## config.mk

```make
export PLATFORM = sky130hd
export DESIGN_NAME = txfp_pacer
export DESIGN_NICKNAME = d
export VERILOG_FILES = /design/src/rtl/txfp_pkg.sv /design/src/rtl/txfp_seq.sv /design/src/rtl/txfp_sync.sv /design/src/rtl/txfp_outreg.sv /design/src/rtl/txfp_pacer.sv
export SDC_FILE = /design/constraint.sdc
export NUM_CORES = 1
export LEC_CHECK = 0
export BUFFER_PORTS_ARGS = -buffer_cell sky130_fd_sc_hd__buf_4
export CORE_UTILIZATION = 40
export DETAILED_ROUTE_END_ITERATION = 6
export GPL_TIMING_DRIVEN = 0
export HOLD_SLACK_MARGIN = 0.08
export PLACE_DENSITY = 0.64
export SKIP_CTS_REPAIR_TIMING = 1
export SLEW_MARGIN = 0
export SYNTH_ARGS = -nofsm -noshare
export SYNTH_HDL_FRONTEND = slang
export SYNTH_HIERARCHICAL = 1
export SYNTH_SLANG_ARGS = --single-unit
```

## constraint.sdc

```tcl
create_clock -name clk -period 5.6 [get_ports clk]
set_input_delay 0 -clock clk [delete_from_list [all_inputs] [get_ports clk]]
set_output_delay 0 -clock clk [all_outputs]
set_load 0.03 [all_outputs]
```

## src/rtl/txfp_pkg.sv

```systemverilog
package txfp_pkg;

   localparam int BYTE_W = 8;

   typedef enum logic [1:0] {
      SEG_SYNC = 2'd0,
      SEG_BODY = 2'd1,
      SEG_HEAD = 2'd2,
      SEG_CHECK = 2'd3
   } seg_e;

endpackage

```

## src/rtl/txfp_seq.sv

```systemverilog
module txfp_seq
   import txfp_pkg::*;
#(
   parameter int SYNC_BYTES = 4,
   parameter int BODY_LEN = 239,
   parameter int CHECK_LEN = 16,
   localparam int FRAME_LEN = SYNC_BYTES + BODY_LEN + 1 + CHECK_LEN,
   localparam int POS_W = $clog2(FRAME_LEN)
) (
   input  logic             clk,
   input  logic             rst_n,
   input  logic             start_ok,
   input  logic             stall,
   output logic             running,
   output logic [POS_W-1:0] pos,
   output seg_e             seg,
   output logic             frame_end
);

   localparam logic [POS_W-1:0] LAST = POS_W'(FRAME_LEN - 1);
   localparam logic [POS_W-1:0] BODY_START = POS_W'(SYNC_BYTES);
   localparam logic [POS_W-1:0] HEAD_POS = POS_W'(SYNC_BYTES + BODY_LEN);

   always_comb begin
      if (pos < BODY_START)     seg = SEG_SYNC;
      else if (pos < HEAD_POS)  seg = SEG_BODY;
      else if (pos == HEAD_POS) seg = SEG_HEAD;
      else                      seg = SEG_CHECK;
   end

   assign frame_end = running && !stall && (pos == LAST);

   always_ff @(posedge clk) begin
      if (!rst_n) begin
         running <= 1'b0;
         pos     <= '0;
      end else if (!running) begin
         if (start_ok) running <= 1'b1;
         pos <= '0;
      end else if (!stall) begin
         pos <= (pos == LAST) ? '0 : pos + 1'b1;
      end
   end

   // position never leaves the frame
   a_r3_pos_range: assert property (@(posedge clk) disable iff (!rst_n)
      running |-> (pos <= LAST));

   // a stalled position is held
   a_r9_hold: assert property (@(posedge clk) disable iff (!rst_n)
      (running && stall) |=> $stable(pos));

endmodule

```

## src/rtl/txfp_sync.sv

```systemverilog
module txfp_sync
   import txfp_pkg::*;
#(
   parameter int SYNC_BYTES = 4,
   parameter int LFSR_W = 5,
   parameter int LFSR_TAP = 1,
   parameter logic [LFSR_W-1:0] LFSR_SEED = '1,
   localparam int WORD_W = SYNC_BYTES * BYTE_W,
   localparam int CHIPS = (1 << LFSR_W) - 1,
   localparam int SEL_W = $clog2(SYNC_BYTES)
) (
   input  logic [SEL_W-1:0]  sel,
   output logic [BYTE_W-1:0] sync_byte
);

   function automatic logic [WORD_W-1:0] build_word();
      logic [LFSR_W-1:0] r;
      logic [WORD_W-1:0] w;
      r = LFSR_SEED;
      w = '0;
      for (int i = 0; i < CHIPS; i++) begin
         w[WORD_W-1-i] = r[LFSR_W-1];
         r = {r[LFSR_W-2:0], r[LFSR_W-1] ^ r[LFSR_TAP]};
      end
      return w;
   endfunction

   localparam logic [WORD_W-1:0] WORD = build_word();

   logic [BYTE_W-1:0] tbl [SYNC_BYTES];

   generate
      if (CHIPS != WORD_W - 1) begin : g_bad_len
         $error("txfp_sync: PN length must be one short of the sync word");
      end
      if (SYNC_BYTES < 2 || (1 << SEL_W) != SYNC_BYTES) begin : g_bad_cnt
         $error("txfp_sync: sync byte count must be a power of two >= 2");
      end
      for (genvar i = 0; i < SYNC_BYTES; i++) begin : g_byte
         assign tbl[i] = WORD[WORD_W-1-BYTE_W*i -: BYTE_W];
      end
   endgenerate

   assign sync_byte = tbl[sel];

endmodule

```

## src/rtl/txfp_outreg.sv

```systemverilog
module txfp_outreg
   import txfp_pkg::*;
(
   input  logic              clk,
   input  logic              rst_n,
   input  logic              emit,
   input  logic              first,
   input  logic [BYTE_W-1:0] byte_in,
   output logic [BYTE_W-1:0] out_data,
   output logic              out_valid,
   output logic              out_sof
);

   always_ff @(posedge clk) begin
      if (!rst_n) begin
         out_data  <= '0;
         out_valid <= 1'b0;
         out_sof   <= 1'b0;
      end else begin
         out_valid <= emit;
         out_sof   <= emit && first;
         if (emit) out_data <= byte_in;
      end
   end

   // a frame start is always a valid byte
   a_r3_sof_valid: assert property (@(posedge clk) disable iff (!rst_n)
      out_sof |-> out_valid);

   // two frame starts are never adjacent
   a_r3_sof_spacing: assert property (@(posedge clk) disable iff (!rst_n)
      out_sof |=> !out_sof);

endmodule

```

## src/rtl/txfp_pacer.sv

```systemverilog
module txfp_pacer
   import txfp_pkg::*;
#(
   parameter int SYNC_BYTES = 4,
   parameter int BODY_LEN = 239,
   parameter int CHECK_LEN = 16,
   parameter logic [7:0] HEAD_VAL = 8'h00,
   parameter int LFSR_W = 5,
   parameter int LFSR_TAP = 1,
   parameter logic [LFSR_W-1:0] LFSR_SEED = '1
) (
   input  logic       clk,
   input  logic       rst_n,
   input  logic [7:0] fifo_rd_data,
   input  logic       fifo_empty,
   input  logic       fifo_half,
   output logic       fifo_rd_en,
   input  logic [7:0] par_data,
   input  logic       par_valid,
   output logic       par_ready,
   output logic [7:0] out_data,
   output logic       out_valid,
   output logic       out_sof,
   output logic       underrun
);

   localparam int FRAME_LEN = SYNC_BYTES + BODY_LEN + 1 + CHECK_LEN;
   localparam int POS_W = $clog2(FRAME_LEN);
   localparam int SEL_W = $clog2(SYNC_BYTES);
   localparam int CNT_W = $clog2(BODY_LEN + 1);

   generate
      if (((BODY_LEN + 1 + CHECK_LEN) % 8) != 0) begin : g_bad_coded
         $error("txfp_pacer: coded part of the frame must be a multiple of 8");
      end
      if (BODY_LEN < 1 || CHECK_LEN < 1) begin : g_bad_field
         $error("txfp_pacer: body and check fields must be non-empty");
      end
   endgenerate

   logic             running;
   logic [POS_W-1:0] pos;
   seg_e             seg;
   logic             frame_end;
   logic             stall;
   logic             at_body;
   logic             at_check;
   logic             starve;
   logic             emit;
   logic [7:0]       sync_byte;
   logic [7:0]       sel_byte;

   assign at_body  = running && (seg == SEG_BODY);
   assign at_check = running && (seg == SEG_CHECK);
   assign starve   = at_body && fifo_empty;
   assign stall    = starve || (at_check && !par_valid);
   assign emit     = running && !stall;

   assign fifo_rd_en = at_body && !fifo_empty;
   assign par_ready  = at_check;

   txfp_seq #(
      .SYNC_BYTES(SYNC_BYTES),
      .BODY_LEN  (BODY_LEN),
      .CHECK_LEN (CHECK_LEN)
   ) u_seq (
      .clk      (clk),
      .rst_n    (rst_n),
      .start_ok (fifo_half),
      .stall    (stall),
      .running  (running),
      .pos      (pos),
      .seg      (seg),
      .frame_end(frame_end)
   );

   txfp_sync #(
      .SYNC_BYTES(SYNC_BYTES),
      .LFSR_W    (LFSR_W),
      .LFSR_TAP  (LFSR_TAP),
      .LFSR_SEED (LFSR_SEED)
   ) u_sync (
      .sel      (pos[SEL_W-1:0]),
      .sync_byte(sync_byte)
   );

   always_comb begin
      unique case (seg)
         SEG_SYNC:  sel_byte = sync_byte;
         SEG_BODY:  sel_byte = fifo_rd_data;
         SEG_HEAD:  sel_byte = HEAD_VAL;
         default:   sel_byte = par_data;
      endcase
   end

   txfp_outreg u_out (
      .clk      (clk),
      .rst_n    (rst_n),
      .emit     (emit),
      .first    (pos == '0),
      .byte_in  (sel_byte),
      .out_data (out_data),
      .out_valid(out_valid),
      .out_sof  (out_sof)
   );

   always_ff @(posedge clk) begin
      if (!rst_n) underrun <= 1'b0;
      else if (starve) underrun <= 1'b1;
   end

   // Reads made in the current frame, kept for the burst-length check
   logic [CNT_W-1:0] rd_cnt;
   always_ff @(posedge clk) begin
      if (!rst_n)          rd_cnt <= '0;
      else if (frame_end)  rd_cnt <= '0;
      else if (fifo_rd_en) rd_cnt <= rd_cnt + 1'b1;
   end

   // every frame pulls exactly one burst of payload
   a_r5_burst_len: assert property (@(posedge clk) disable iff (!rst_n)
      frame_end |-> (rd_cnt == CNT_W'(BODY_LEN)));

   // the underrun flag is sticky
   a_r9_sticky: assert property (@(posedge clk) disable iff (!rst_n)
      underrun |=> underrun);

   // payload reads and check-byte acceptance never overlap
   a_r7_exclusive: assert property (@(posedge clk) disable iff (!rst_n)
      $onehot0({fifo_rd_en, par_ready}));

   // nothing is drained before framing has started
   a_r2_no_early_read: assert property (@(posedge clk) disable iff (!rst_n)
      !running |-> !(fifo_rd_en || par_ready || emit));

endmodule

```

==> results of run 1 <==
power by group:
part | internal [mW] | leakage (nW) | switching [mW]
Sequential | 0.155 | 0.172 | 0.00431
Combinational | 0.0285 | 0.458 | 0.0251
Clock | 0.0277 | 0.0150 | 0.0435
routing by layer:
metal,vias to the layer above,part of all wire
met2,30,0.45
met4,0,0.0069
li1,527,-
met5,-,0
met1,466,0.48
met3,2,0.059
flip-flops by register name, summed over array words and instances, names as in the netlist:
| register | flops |
|---|---|
| u_out/out_valid | 1 |
| underrun | 1 |
| u_out/out_sof | 1 |
| u_out/out_data | 8 |
| u_seq/pos | 9 |
| u_seq/running | 1 |
final timing paths:
path / from / endpoint / slack [ps]
max reg2reg: u_seq/pos[0] / u_seq/pos[8] / 2740
max: u_seq/pos[0] / u_seq/pos[8] / 2740
min reg2reg: underrun / underrun / 490
min: par_data[3] / u_out/out_data[3] / 70
layout make-up:
class                           instances  area share
Timing Repair Buffer                   36       0.180
Tap cell                               31      0.0252
Sequential cell                        21       0.273
Clock buffer                            4      0.0171
Multi-Input combinational cell         95       0.469
Buffer                                  6      0.0252
Inverter                                4     0.00976
layout by cell type, fill, tap and decap left out, types with 2 or more instances in the layout:
master / n
xor2_1: 3
o21a_1: 2
mux2i_1: 17
nor4_2: 2
and2_1: 2
o2bb2ai_1: 8
nor2b_1: 9
clkbuf_4: 3
a21oi_1: 4
nor2_1: 8
nand2_1: 5
nor3_1: 3
dlygate4sd3_1: 3
o21ai_0: 4
inv_1: 4
clkbuf_1: 3
dfxtp_1: 21
ha_1: 5
or3_1: 5
buf_4: 35
worst reg2reg max path: stages (launching register included):
cell and delay (ps):
dfxtp_1 420, ha_1 270, nand3_1 90, nor2_1 40, o21ai_0 240, buf_2 340, nand2_1 140, nor3_1 590
nor2b_1 170, a41o_2 380, a21oi_1 130
==> flow_summary.json, run 1 <==
{
  "place_area_um2": 1480,
  "powerDensity_nw_per_um2": 185,
  "crit_fanout": 10,
  "setup_viol": 0,
  "crit_family": "simple AND/OR/NAND/NOR gates",
  "clockBufferDepth": 2,
  "max-vdd-ir-drop_mv": 0.137,
  "track_usage": 0.166,
  "grtUsageMet2": 0.264,
  "finalHoldViolations": 0,
  "cp_cell_sequence": "ha_1, nand3_1, nor2_1, o21ai_0, buf_2, nand2_1, nor3_1, nor2b_1, a41o_2, a21oi_1",
  "critPathKind": "flop to flop",
  "worst_pin_slew_ps": 665,
  "yosysWarnings": 6,
  "grt-busiest-layer": "met2",
  "grt_pass1_wl_mm": 4.15,
  "multi_input_area_um2": 722,
  "vias": 1025,
  "clk_latency_ps": 290,
  "drc": 8,
  "violations": "design-rule violations",
  "cap_violations": 0,
  "skew_ps": 0.880,
  "grtUsageMet1": 0.223,
  "fin_tns_setup_ps": 0,
  "slew_violations": 0,
  "cts-root-buf": "clkbuf_4",
  "rsz0062_at_grt": "false",
  "cp.depth": 10,
  "die_y_um": 56.7,
  "crit_arrival_ps": 3090,
  "post-route-min-period_ps": 2860,
  "cts.htree.levels": 1,
  "setup_ws_ps": 2740,
  "grt_pass1_vias": 936,
  "holdWs_ps": 68.0,
  "status": "finished, violations left",
  "fmax_ghz": 0.350,
  "required_ps": 5840,
  "area_delta_synth_final_pct": 28.7,
  "fillers": 276,
  "critPathMaxStageDelay_ps": 590,
  "hpwlAfterDp_mm": 1.96,
  "syn_area_per_cell_um2": 9.49,
  "fp.dieArea_um2": 3210,
  "syn_inst": 126,
  "num_antenna_cells": 0,
  "io_buffer_count": 33,
  "die_x_um": 56.7,
  "rows": 19,
  "antenna_found_initial": 0,
  "crit_path_start_kind": "flop",
  "netlist_area_um2": 1200,
  "ff_latch_area_um2": 420,
  "clock-sinks": 21,
  "hold_class": "primary input to flop",
  "min_path_cells": 4,
  "r2r_cells": 10,
  "syn-num-nets": 152,
  "max_slew_margin": 0.553,
  "use_met3": 0.0276,
  "leakage_nw": 0.644,
  "critPathBufInv": 1,
  "final_util": 0.549,
  "pre_cts_slack_ps": 2830,
  "dr.pass1.iters": 6,
  "cts_buffers": 3,
  "detail_route.wl_per_cell_um": 13.2,
  "core_um2": 2810,
  "grt_overflow": 0,
  "start_util": 0.426,
  "via_per_inst": 5.20,
  "min_period_over_period": 0.510,
  "gp_congestion": 0.764,
  "dp.cells": 190,
  "grt_max_degree": 14,
  "cts_tree": "built",
  "clkSlewWorstSetupHoldPaths_ps": 110,
  "layout.nets": 193,
  "fin_area_um2": 1540,
  "total_power_mw": 0.284,
  "final_cells": 197,
  "endpoint_kind": "flop",
  "slowest_stage": "nor3_1",
  "ios": 34,
  "ant_nets": 0,
  "drt_iter0_markers": 37,
  "drive_gt1_frac": 0.301,
  "routed_wl_mm": 2.60
}
Note: power is estimated with default switching activity, not from simulation.
==> run 2, diff against run 1 <==
- PLACE_DENSITY: 0.64 -> 0.66
- clock period: 5.6 -> 2.6 ns (I/O delays scaled with it)
==> run 2 against run 1 <==
The flow still finishes with violations (design-rule violations). Global-route usage is 0.27 points higher. Flip-flop and latch count stayed put. Setup slack worse by 2600 ps. Clock skew is 13 ps higher. Die area stayed put. Critical path depth stayed put. Count of clock-buffer cells in the layout stayed put. Worst hold slack better by 0.65 ps. Register-to-register slack worse by 2600 ps. Critical endpoint is now u_seq/pos[5]. Largest power group unchanged. Highest routed layer unchanged.
==> flow_summary.json, run 2 (synthesis gave the netlist of run 1 again) <==
{
  "area_delta_synth_final_pct": 30.6,
  "detail_route.wl_per_cell_um": 13.2,
  "status": "finished, violations left",
  "layout.nets": 194,
  "setup_viol": 0,
  "dr.pass1.iters": 6,
  "max-vdd-ir-drop_mv": 0.241,
  "die_y_um": 56.7,
  "slew_violations": 0,
  "min_period_over_period": 0.926,
  "cts_tree": "built",
  "drive_gt1_frac": 0.305,
  "critPathKind": "flop to flop",
  "fmax_ghz": 0.415,
  "top_regs": "u_seq/pos (9), u_out/out_data (8)",
  "post-route-min-period_ps": 2410,
  "holdWs_ps": 68.7,
  "drt_iter0_markers": 27,
  "rows": 19,
  "rsz0062_at_grt": "false",
  "total_power_mw": 0.619,
  "required_ps": 2830,
  "final_common_cell": "buf_4",
  "crit_arrival_ps": 2640,
  "grt_overflow": 0,
  "cts_buffers": 3,
  "ios": 34,
  "crit_fanout": 10,
  "hpwlAfterDp_mm": 1.97,
  "cts-root-buf": "clkbuf_4",
  "largest_reg_flops": 9,
  "io_buffer_count": 33,
  "hold_class": "primary input to flop",
  "via_per_inst": 5.34,
  "endpoint_kind": "flop",
  "die_x_um": 56.7,
  "grt_pass1_wl_mm": 4.27,
  "crit_path_start_kind": "flop",
  "drc": 8,
  "leakage_nw": 0.649,
  "cap_violations": 0,
  "skew_ps": 13.8,
  "clk_latency_ps": 300,
  "pre_cts_slack_ps": -241,
  "antenna_found_initial": 0,
  "setup_ws_ps": 192,
  "vias": 1057,
  "cts.htree.levels": 1,
  "routed_wl_mm": 2.62,
  "gp_congestion": 0.768,
  "clock-sinks": 21,
  "violations": "design-rule violations",
  "start_util": 0.426,
  "top_register": "u_seq/pos",
  "fp.dieArea_um2": 3210,
  "clockBufferDepth": 2,
  "clkSlewWorstSetupHoldPaths_ps": 110,
  "final_cell_mix": "36 x buf_4, 21 x dfxtp_1, 17 x mux2i_1, 9 x nor2b_1",
  "num_antenna_cells": 0,
  "grt_pass1_vias": 977,
  "core_um2": 2810,
  "track_usage": 0.169,
  "grt_max_degree": 14,
  "ant_nets": 0,
  "powerDensity_nw_per_um2": 396,
  "finalHoldViolations": 0
}
-- run 2: path summary, 6_finish.rpt --
| check | endpoint | start | slack (ps) | cells after the start |
|---|---|---|---|---|
| max | u_seq/pos[5] | u_seq/pos[1] | 190 | 10 |
| min | u_out/out_data[7] | par_data[7] | 70 | 4 |
| max reg2reg | u_seq/pos[5] | u_seq/pos[1] | 190 | 10 |
| min reg2reg | underrun | underrun | 500 | 1 |
-- run 2: critical path, cell delays in order (launching register included) --
cell      delay (ps)
dfxtp_1          520
ha_1             260
nand3_1           90
nor2_1           130
o21ai_1          100
buf_4            210
nand2_1          160
nor3_4            80
nand4b_2         280
or3_1            380
a21oi_1          140
-- run 2: power by group --
group          internal, mW  switching [mW]  total (mW)
Combinational        0.0623          0.0547       0.117
Clock                0.0597          0.0993       0.159
Sequential            0.334         0.00932       0.343
Total                 0.456           0.163       0.619
-- run 2: final cells by class --
cell class              instances  area (um2)
fillers                       273        1240
clock buffers                   4        26.3
inverters                       4        15.0
multi-input cells              95         733
flip-flops and latches         21         420
well taps                      31        38.8
repair buffers                 37         288
plain buffers                   6        41.3
-- run 2: routing by layer --
metal | vias up | share of wire | global-route usage
met5 | - | 0 | 0
li1 | 533 | - | -
met3 | 2 | 0.041 | 0.0253
met2 | 21 | 0.47 | 0.286
met4 | 0 | 0.0061 | 0.0536
met1 | 501 | 0.48 | 0.218
-- run 2: through the flow --
step                      cells  area, um2  setup TNS [ps]   util
final                       198       1560               0  0.557
after global placement      190       1480            -857  0.529
after detailed placement    190       1480           -1690  0.529
after floorplan             126       1200               0      -
after global routing        198       1560               0  0.557
after CTS                   194       1510           -1930  0.538
==> run 3, diff against run 2 <==
- BUFFER_PORTS_ARGS: -buffer_cell sky130_fd_sc_hd__buf_4 -> default
- DONT_BUFFER_PORTS: default -> 1
- MAX_ROUTING_LAYER: default -> met4
- PLACE_DENSITY: 0.66 -> 0.56
- SKIP_CTS_REPAIR_TIMING: 1 -> default
==> run 3 against run 2 <==
The flow still finishes with violations (design-rule violations). Combinational power is 36% lower. Setup slack better by 28 ps. Flip-flop and latch count is the same. Power down 3.8%. Register-to-register slack improved by 30 ps. First-iteration DRC count is 110% higher. Core utilization shrank 4.1 points. Count of clock-buffer cells in the layout did not move. Critical endpoint is now u_out/out_data[3]. Largest power group unchanged.
==> flow_summary.json, run 3 (synthesis gave the netlist of run 1 again) <==
{
  "status": "finished, violations left",
  "violations": "design-rule violations",
  "final_util": 0.517,
  "required_ps": 2800,
  "clkSlewWorstSetupHoldPaths_ps": 110,
  "endpoint_kind": "flop",
  "hpwlAfterDp_mm": 1.76,
  "holdWs_ps": 98.0,
  "ant_nets": 0,
  "cts-root-buf": "clkbuf_4",
  "detail_route.wl_per_cell_um": 15.0,
  "min_period_over_period": 0.915,
  "slowest_stage": "dlygate4sd3_1",
  "critPathMaxStageDelay_ps": 570,
  "crit_arrival_ps": 2580,
  "vias": 981,
  "clockBufferDepth": 2,
  "wl_met1_mm": 1.17,
  "cts_buffers": 3,
  "io_buffer_count": 0,
  "rows": 19,
  "grt_overflow": 0,
  "gp_congestion": 0.801,
  "critPathBufInv": 2,
  "start_util": 0.426,
  "pre_cts_slack_ps": -228,
  "post_cts_buffers": 0,
  "wl_met2_mm": 1.36,
  "hold_class": "primary input to flop",
  "fmax_ghz": 0.420,
  "fillers": 270,
  "ios": 34,
  "crit_fanout": 10,
  "leakage_nw": 0.539,
  "setup_viol": 0,
  "num_antenna_cells": 0,
  "top_register": "u_seq/pos",
  "via_per_inst": 5.54,
  "slew_violations": 0,
  "area_delta_synth_final_pct": 21.1,
  "top_regs": "u_seq/pos (9), u_out/out_data (8)",
  "grt_max_degree": 13,
  "drt_iter0_markers": 57,
  "setup_ws_ps": 221,
  "final_cells": 177,
  "cp_cell_sequence": "ha_1, nand3_1, nor2_1, o21ai_1, buf_4, mux2i_1, o2bb2ai_1, dlygate4sd3_1, mux2i_1, nor2b_1",
  "cap_violations": 0,
  "met3_length_um": 114,
  "finalHoldViolations": 0,
  "clk_latency_ps": 300,
  "cp_common_cell": "mux2i_1",
  "track_usage": 0.184,
  "grt_pass1_wl_mm": 4.51,
  "drc": 6,
  "crit_family": "buffers and inverters",
  "clock-sinks": 21,
  "drive_gt1_frac": 0.144,
  "worst_pin_slew_ps": 568,
  "final_common_cell": "dfxtp_1",
  "rsz0062_at_grt": "false",
  "fp.dieArea_um2": 3210,
  "core_um2": 2810,
  "post-route-min-period_ps": 2380,
  "critPathKind": "flop to flop",
  "fin_area_um2": 1450,
  "layout.nets": 173,
  "fin_tns_setup_ps": 0,
  "crit_path_start_kind": "flop",
  "cts_tree": "built",
  "routed_wl_mm": 2.66,
  "final_cell_mix": "19 x dfxtp_1, 17 x mux2i_1, 17 x dlygate4sd3_1, 9 x nor2b_1",
  "antenna_found_initial": 0,
  "grt_pass1_vias": 1003,
  "dr.pass1.iters": 6,
  "routed.top_layer": "met4",
  "die_y_um": 56.7,
  "dp.cells": 157,
  "powerDensity_nw_per_um2": 411,
  "skew_ps": 4.71,
  "max-vdd-ir-drop_mv": 0.178,
  "die_x_um": 56.7,
  "largest_reg_flops": 9,
  "total_power_mw": 0.596,
  "place_area_um2": 1230,
  "max_slew_margin": 0.619,
  "cts.htree.levels": 1
}
==> run 3: cell count changes in the layout (fill, tap and decap cells not counted), moves of 2 or more <==
cell           before  now
dfxtp_1            21   19
buf_4              36    3
dfxtp_2             0    2
dlygate4sd3_1       4   17
==> run 3: layer usage <==
| metal | GRT usage | vias up |
|---|---|---|
| met5 | - | - |
| met4 | 0.0429 | 0 |
| met3 | 0.0323 | 2 |
| met2 | 0.340 | 23 |
| met1 | 0.203 | 466 |
| li1 | - | 490 |
==> run 3: what timing repair did <==
item,in CTS,in global routing
endpoints found under the setup margin,9,12
cloned,0,0
hold buffers,17,0
hold endpoints to repair,16,0
gates resized for setup,4,3
==> run 3: where the power goes <==
group	switching [mW]	internal, mW	total, mW
combinational	0.0299	0.0449	0.0748
sequential	0.0302	0.334	0.364
clock	0.0971	0.0597	0.157
==> run 3: cell type report <==
type,instances,area (um2),share of cell area
buffer,5,37.5,0.0259
inverter,4,15.0,0.0104
tap,31,38.8,0.0268
sequential,21,423,0.292
timing repair buffer,17,170,0.117
clock buffer,4,26.3,0.0181
multi-input combinational,95,738,0.509
==> run 3: worst reg2reg max path: stages (launching register included) <==
cell	delay, ps
dfxtp_2	390
ha_1	240
nand3_1	90
nor2_1	40
o21ai_1	210
buf_4	250
mux2i_1	200
o2bb2ai_1	80
dlygate4sd3_1	570
mux2i_1	160
nor2b_1	60
==> run 3: final timing paths <==
check             slack, ps  cells past startpoint                end             from
setup / recovery        220                     10  u_out/out_data[3]     u_seq/pos[0]
hold reg to reg         570                      2       u_seq/pos[8]     u_seq/pos[8]
setup reg to reg        220                     10  u_out/out_data[3]     u_seq/pos[0]
hold / removal          100                      4  u_out/out_data[1]  fifo_rd_data[1]
